$ cat src/rtl/bm_dma_regs.sv
module bm_dma_regs #(
  parameter int AW = 32,
  parameter int DESC_BYTES = 8
) (
  input  logic          clk,
  input  logic          rst_n,
  input  logic          wr_en,
  input  logic [1:0]    wr_word,
  input  logic [AW/8-1:0] wr_be,
  input  logic [AW-1:0] wr_data,
  input  logic [1:0]    rd_word,
  output logic [AW-1:0] rd_data,
  output logic          walk_kick,
  output logic          walk_halt,
  output logic [AW-1:0] walk_ptr,
  output logic          walk_dir,
  input  logic          walk_step,
  input  logic          walk_done,
  input  logic          walk_err,
  input  logic          drv_irq,
  output logic          host_irq
);
  localparam int NB = AW / 8;

  logic          start_q, dir_q, act_q, err_q, int_q, irq_q;
  logic [AW-1:0] base_q;

  wire ctl_wr  = wr_en && (wr_word == 2'd0);
  wire cmd_hit = ctl_wr && wr_be[0];
  wire st_hit  = ctl_wr && wr_be[2];
  wire go_rise = cmd_hit && wr_data[0] && !start_q;
  wire go_fall = cmd_hit && !wr_data[0] && start_q;
  wire irq_rise = drv_irq && !irq_q;

  assign host_irq = drv_irq;
  assign walk_dir = dir_q;

  always_ff @(posedge clk) begin
    if (!rst_n) begin
      start_q <= 1'b0;
      dir_q   <= 1'b0;
    end else if (cmd_hit) begin
      start_q <= wr_data[0];
      dir_q   <= wr_data[3];
    end
  end

  always_ff @(posedge clk) begin
    if (!rst_n) begin
      act_q     <= 1'b0;
      walk_kick <= 1'b0;
      walk_halt <= 1'b0;
    end else begin
      walk_kick <= go_rise && !act_q;
      walk_halt <= go_fall;
      if (go_rise)
        act_q <= 1'b1;
      else if (go_fall || walk_done)
        act_q <= 1'b0;
    end
  end

  always_ff @(posedge clk) begin
    if (!rst_n)
      walk_ptr <= '0;
    else if (go_rise)
      walk_ptr <= base_q;
    else if (walk_step && act_q)
      walk_ptr <= walk_ptr + AW'(DESC_BYTES);
  end

  always_ff @(posedge clk) begin
    if (!rst_n) begin
      err_q <= 1'b0;
      int_q <= 1'b0;
      irq_q <= 1'b0;
    end else begin
      irq_q <= drv_irq;
      if (walk_err)
        err_q <= 1'b1;
      else if (st_hit && wr_data[17])
        err_q <= 1'b0;
      if (irq_rise)
        int_q <= 1'b1;
      else if (st_hit && wr_data[18])
        int_q <= 1'b0;
    end
  end

  for (genvar i = 0; i < NB; i++) begin : g_lane
    always_ff @(posedge clk) begin
      if (!rst_n)
        base_q[i*8 +: 8] <= 8'h00;
      else if (wr_en && (wr_word == 2'd1) && wr_be[i])
        base_q[i*8 +: 8] <= (i == 0) ? (wr_data[7:0] & 8'hFC) : wr_data[i*8 +: 8];
    end
  end

  always_comb begin
    rd_data = '0;
    case (rd_word)
      2'd0: begin
        rd_data[0]  = start_q;
        rd_data[3]  = dir_q;
        rd_data[16] = act_q;
        rd_data[17] = err_q;
        rd_data[18] = int_q;
      end
      2'd1: rd_data = base_q;
      2'd2: rd_data = walk_ptr;
      default: rd_data = '0;
    endcase
  end

  a_r3_kick_means_active: assert property (@(posedge clk) disable iff (!rst_n)
    walk_kick |-> act_q);
  a_r4_halt_means_idle: assert property (@(posedge clk) disable iff (!rst_n)
    walk_halt |-> !act_q);
  a_r5_base_aligned: assert property (@(posedge clk) disable iff (!rst_n)
    base_q[1:0] == 2'b00);
  a_r6_edge_latches: assert property (@(posedge clk) disable iff (!rst_n)
    $rose(drv_irq) |=> int_q);
  a_r8_done_clears: assert property (@(posedge clk) disable iff (!rst_n)
    (walk_done && !wr_en) |=> !act_q);
  a_r4_no_double_pulse: assert property (@(posedge clk) disable iff (!rst_n)
    !(walk_kick && walk_halt));
endmodule

$ cat config.mk
export PLATFORM = sky130hd
export DESIGN_NAME = bm_dma_regs
export DESIGN_NICKNAME = d
export VERILOG_FILES = /design/src/rtl/bm_dma_regs.sv
export SDC_FILE = /design/constraint.sdc
export NUM_CORES = 1
export LEC_CHECK = 0
export CAP_MARGIN = 0
export CORE_AREA = 2 2 104 106
export CTS_CLUSTER_DIAMETER = 40
export CTS_CLUSTER_SIZE = 12
export DETAILED_ROUTE_END_ITERATION = 8
export DIE_AREA = 0 0 106 108
export DONT_BUFFER_PORTS = 1
export MAX_ROUTING_LAYER = met4
export SLEW_MARGIN = 40
export SYNTH_ARGS = -nofsm -noshare
export SYNTH_HDL_FRONTEND = slang
export SYNTH_SLANG_ARGS = --single-unit
$ cat constraint.sdc
create_clock -name clk -period 1.9 [get_ports clk]
set_input_delay 0.095 -clock clk [delete_from_list [all_inputs] [get_ports clk]]
set_output_delay 0.095 -clock clk [all_outputs]
set_load 0.01 [all_outputs]
==> flow_summary.ini, run 1 <==
[final_layout]
syn_to_final_growth_pct = 24.77
reg_top3 = base_q x30, walk_ptr x30
final_cell_mix = dfxtp_1, nand2_1, nor2b_1
drive_gt1_frac = 0.1141
final_common_cell = dfxtp_1
nets = 529
antenna_cells = 0

[setup_path]
critPathKind = reg2reg
r2r_start = walk_ptr[9]
rr_worst_depth = 5
r2r_slack_ns = 0.17
critPathMaxFanout = 2
r2r-end = walk_ptr[26]
crit_arrival_ns = 1.96
crit_required_ns = 2.13
start_kind = register
end_kind = register

[cts]
clkLatencyLatePin_ns = 0.35
cts_buffer_depth = 2
clk_pin_slew_worst_paths_ns = 0.08
htreeDepth = 3
numCtsBuffers = 9
post_cts_buffers = 0
cts_tree = built
clock-sinks = 68
cts_root_buf = clkbuf_8

[floorplanning]
coreArea_um2 = 10230
ios = 115
initial_utilization = 0.3471
die_h_um = 108
die_area_um2 = 11450
rows = 37
die_x_um = 106

[routing]
ant_nets = 0
routedWlPerCell_um = 16.47
drc = 0
first_pass_iters = 5
vias = 3197
totalWireLength_mm = 10.18
viasPerCell = 5.173
drtIter0Drc = 151

[pwr]
powerDensity_nw_per_um2 = 667.9
p_leak_nw = 1.634
ir_worst_vdd_mv = 0.3327

[timing]
skew_ns = 0.009637
fmax_mhz = 578.7
finalSetupViolations = 0
rsz0062_at_grt = no
worstMarginPinSlew_ns = 0.5367
post-route-period-util = 0.9095
drv_slew = 0
hold_viol_final = 0
min_period_ns = 1.728
max-slew-margin-rel = 0.6403
setup_tns_ns = 0
holdWs_ns = 0.03588
setup_slack_ns = 0.1720

[synthesis]
ys_seq_elements = 68
synth.cell_area_um2 = 3551
synth.avg_cell_area_um2 = 8.355
yosysTopAreaCell = dfxtp_1
synth_top_area_frac = 0.3834
yosys_warnings = 0
ys_types = 34
yosys-top-cells-area = dfxtp_1, nand2_1, nor2b_1
ys_seq_area_frac = 0.3834
synthCells = 425

[placement]
place_hpwl_mm = 7.264
dp_slack_ns = 0.1866
gp_congestion = 0.8366
numPortBuffers = 0

[global_route]
antenna_found_initial = 0
grt_pass1_wl_mm = 16.08
grt_max_degree = 68
overflow = 0
grt_use_total = 0.1842
grt_pass1_vias = 3077

[min_path]
hp-class = in2reg
min_to = int_q
min_path_cells = 4
min-delay-start = wr_word[0]

[flow_run]
drv_cap = 0

[run_status]
outcome = finished, final reports clean
==> stage by stage <==
stage / utilization / area (um2) / std cells / power (mW)
4_1_cts: 0.4321 / 4420 / 617 / 2.995
3_3_place_gp: 0.3764 / 3851 / 565 / 1.728
6_report: 0.4330 / 4431 / 618 / 2.959
2_1_floorplan: - / 3558 / 427 / 1.685
3_5_place_dp: 0.3764 / 3851 / 565 / 1.733
5_1_grt: 0.4330 / 4431 / 618 / 3.100
==> report_power, final <==
part	switching, mW	leakage, nW	internal [mW]
sequential	0.0318	0.551	1.46
clock	0.577	0.0910	0.598
combinational	0.147	0.992	0.148
total	0.756	1.63	2.20
==> Yosys cell counts (all sizes together) <==
master	count
a21boi	26
nand4b	2
nor4	4
a22oi	26
buf	4
nand3	18
inv	4
o211a	7
mux2i	8
xnor2	10
nor2	9
nor3	3
dfxtp	68
and3	5
or4	1
nand4	9
clkbuf	25
nor3b	3
ha	5
and4	3
conb	1
a21oi	24
nand2	68
and2	6
a222oi	4
xor2	18
o21ai	23
and4bb	1
nor4bb	1
nor2b	39
==> layout make-up <==
| type | count | area, um2 |
|---|---|---|
| clock buffers | 9 | 123.9 |
| clock inverters | 7 | 67.56 |
| fillers | 1028 | 5801 |
| inverters | 4 | 15.01 |
| multi-input cells | 326 | 2059 |
| flip-flops and latches | 68 | 1361 |
| well taps | 136 | 170.2 |
| repair buffers | 68 | 633.1 |
==> metal layers <==
metal	wire, um	GRT usage	part of all wire	vias to the layer above
met4	110	0.03759	0.011	0
li1	-	-	-	1589
met2	4899	0.3078	0.48	98
met3	755	0.06269	0.074	10
met1	4410	0.2173	0.43	1500
met5	0	-	0	-
==> cell families (layout without fill, tap and decap cells) <==
| logic type | after synthesis | in the layout | synth area share |
|---|---|---|---|
| simple gates | 172 | 172 | 0.2597 |
| compound gates | 110 | 110 | 0.2072 |
| flops | 68 | 68 | 0.3834 |
| xor+xnor | 28 | 28 | 0.06906 |
| buf+inv | 33 | 88 | 0.03946 |
| other cells | 1 | 3 | 0.001056 |
| fa+ha+maj | 5 | 5 | 0.01762 |
| mux | 8 | 8 | 0.02255 |
==> timing repair <==
item | in CTS | in global routing
endpoints found under the hold margin | 68 | 1
hold buffers | 36 | 1
gates resized for setup | 0 | 0
==> worst max-delay path by stage <==
stage	startpoint	end
finish	walk_ptr[9]	walk_ptr[26]
global route	walk_ptr[3]	walk_ptr[31]
CTS	walk_ptr[9]	walk_ptr[26]
detailed placement	walk_ptr[9]	walk_ptr[26]
global placement	walk_ptr[9]	walk_ptr[26]
floorplan	walk_ptr[6]	walk_ptr[26]
==> critical path, stage by stage, from the launching register on <==
cell	delay, ns
dfxtp_1	0.37
nand4_2	0.13
or4_4	0.59
nor4_4	0.30
xnor2_1	0.14
a21oi_1	0.08
No activity file was read; power rests on OpenSTA's default activity.
==> run 2: changes to the inputs <==
Settings changed: REMOVE_ABC_BUFFERS set to 1.
==> run 2 against run 1 <==
Clock-buffer cell count unchanged; worst hold slack got worse by 0.0052 ns; non-clock buffer count decreased by 2; core utilization decreased by 0.38 points; first-iteration DRC count increased by 34%; global-route usage decreased by 0.34 points; setup slack improved by 0.021 ns.
==> flow_summary.ini, run 2 (synthesis results as in run 1) <==
[global_route]
overflow = 0
grt_use_total = 0.1808
use_met2 = 0.2991
met3_usage = 0.07113
gr-usage-met1 = 0.2114
grt_max_degree = 68
antenna_found_initial = 0
globalRoute.busiestLayer = met2
grt_pass1_vias = 3154
grt_pass1_wl_mm = 15.87

[timing]
drv_slew = 0
worstMarginPinSlew_ns = 0.5153
max-slew-margin-rel = 0.6546
hold_viol_final = 0
rsz0062_at_grt = no
holdWs_ns = 0.03065
setup_tns_ns = 0
min_period_ns = 1.707
post-route-period-util = 0.8987
finalSetupViolations = 0
skew_ns = 0.01520
fmax_mhz = 585.7
setup_slack_ns = 0.1926

[final_layout]
nets = 527
final_common_cell = dfxtp_1
ff_latch_area_um2 = 1361
antenna_cells = 0
multiInputGateArea_um2 = 2059
drive_gt1_frac = 0.1106
reg_top3 = base_q x30, walk_ptr x30
nFillCells = 1049
final_cell_mix = dfxtp_1, nand2_1, nor2b_1
syn_to_final_growth_pct = 23.68

[setup_path]
end_kind = register
rr_worst_depth = 5
cp_slowest_cell = or4_4
crit_required_ns = 2.12
slowest_delay_ns = 0.58
r2r_start = walk_ptr[7]
critPathMaxFanout = 2
r2r-end = walk_ptr[26]
r2r_slack_ns = 0.19
critPathKind = reg2reg
worst-path-buf-inv = 0
crit_arrival_ns = 1.93
start_kind = register
crit_chain = nand4_2 > or4_4 > nor4_4 > xnor2_1 > a21oi_1
cp_top_family = simple AND/OR/NAND/NOR gates

[floorplanning]
ios = 115
die_area_um2 = 11450
coreArea_um2 = 10230
initial_utilization = 0.3471
die_x_um = 106
die_h_um = 108
rows = 37

[pwr]
powerDensity_nw_per_um2 = 673.3
fin_total_pwr_mw = 2.957
p_leak_nw = 1.609
ir_worst_vdd_mv = 0.4319

[placement]
place_hpwl_mm = 7.084
gp_congestion = 0.8065
dp_slack_ns = 0.2041
numPortBuffers = 0

[cts]
clock-sinks = 68
clkLatencyLatePin_ns = 0.35
numCtsBuffers = 9
htreeDepth = 3
clk_pin_slew_worst_paths_ns = 0.09
cts_buffer_depth = 2
cts_tree = built
post_cts_buffers = 0
cts_root_buf = clkbuf_8

[min_path]
min_path_cells = 3
min_to = walk_ptr[4]
hp-class = in2reg
min-delay-start = walk_step

[routing]
first_pass_iters = 5
routedWlPerCell_um = 16.23
drc = 0
drtIter0Drc = 203
totalWireLength_mm = 9.981
ant_nets = 0
viasPerCell = 5.239
vias = 3222

[flow_run]
drv_cap = 0

[run_status]
outcome = finished, final reports clean
[run 2: cell types whose count changed in the layout (fill, tap and decap cells not counted)]
cell | previous run | this run
clkinv_2 | 3 | 1
dlygate4sd3_1 | 36 | 35
clkinv_4 | 0 | 1
buf_16 | 1 | 0
[run 2: timing repair]
| action | in CTS | in global routing |
|---|---|---|
| hold endpoints to repair | 68 | 0 |
| hold buffers | 36 | 0 |
| gates resized for setup | 0 | 0 |
[run 2: tightest hold or removal path: cells and delay by family]
family             cells  cell delay [ns]
AOI/OAI and AO/OA      1             0.12
and+or+nand+nor        2             0.13
[run 2: area by class of cell]
type,instances,share of cell area
Multi-Input combinational cell,326,0.4689
Sequential cell,68,0.3100
Inverter,4,0.003419
Tap cell,136,0.03875
Timing Repair Buffer,66,0.1356
Clock inverter,6,0.01510
Clock buffer,9,0.02821
[run 2: where the power goes]
group / switching [mW] / internal (mW) / leakage, nW
Sequential: 0.0323 / 1.46 / 0.551
Clock: 0.582 / 0.598 / 0.0873
Combinational: 0.145 / 0.142 / 0.971
Total: 0.760 / 2.20 / 1.61
[run 2: stage by stage]
step                  util  cells  area (um2)
global route        0.4293    615        4392
CTS                 0.4293    615        4392
floorplan                -    398        3433
detailed placement  0.3745    564        3831
global placement    0.3745    564        3831
finish              0.4293    615        4392
[run 2: how the worst max path moves through the flow]
stage / start / end / slack (ns) / cells past startpoint
floorplan: wr_word[1] / walk_ptr[11] / -0.008 / 5
global placement: walk_ptr[9] / walk_ptr[26] / 0.22 / 5
detailed placement: walk_ptr[9] / walk_ptr[26] / 0.20 / 5
CTS: walk_ptr[7] / walk_ptr[26] / 0.18 / 5
global route: walk_ptr[7] / walk_ptr[26] / 0.08 / 5
finish: walk_ptr[7] / walk_ptr[26] / 0.19 / 5
[run 2: layer usage]
layer,wire (um),vias to the layer above
li1,-,1585
met1,4352,1527
met2,4758,101
met3,773,9
met4,97,0
met5,0,-
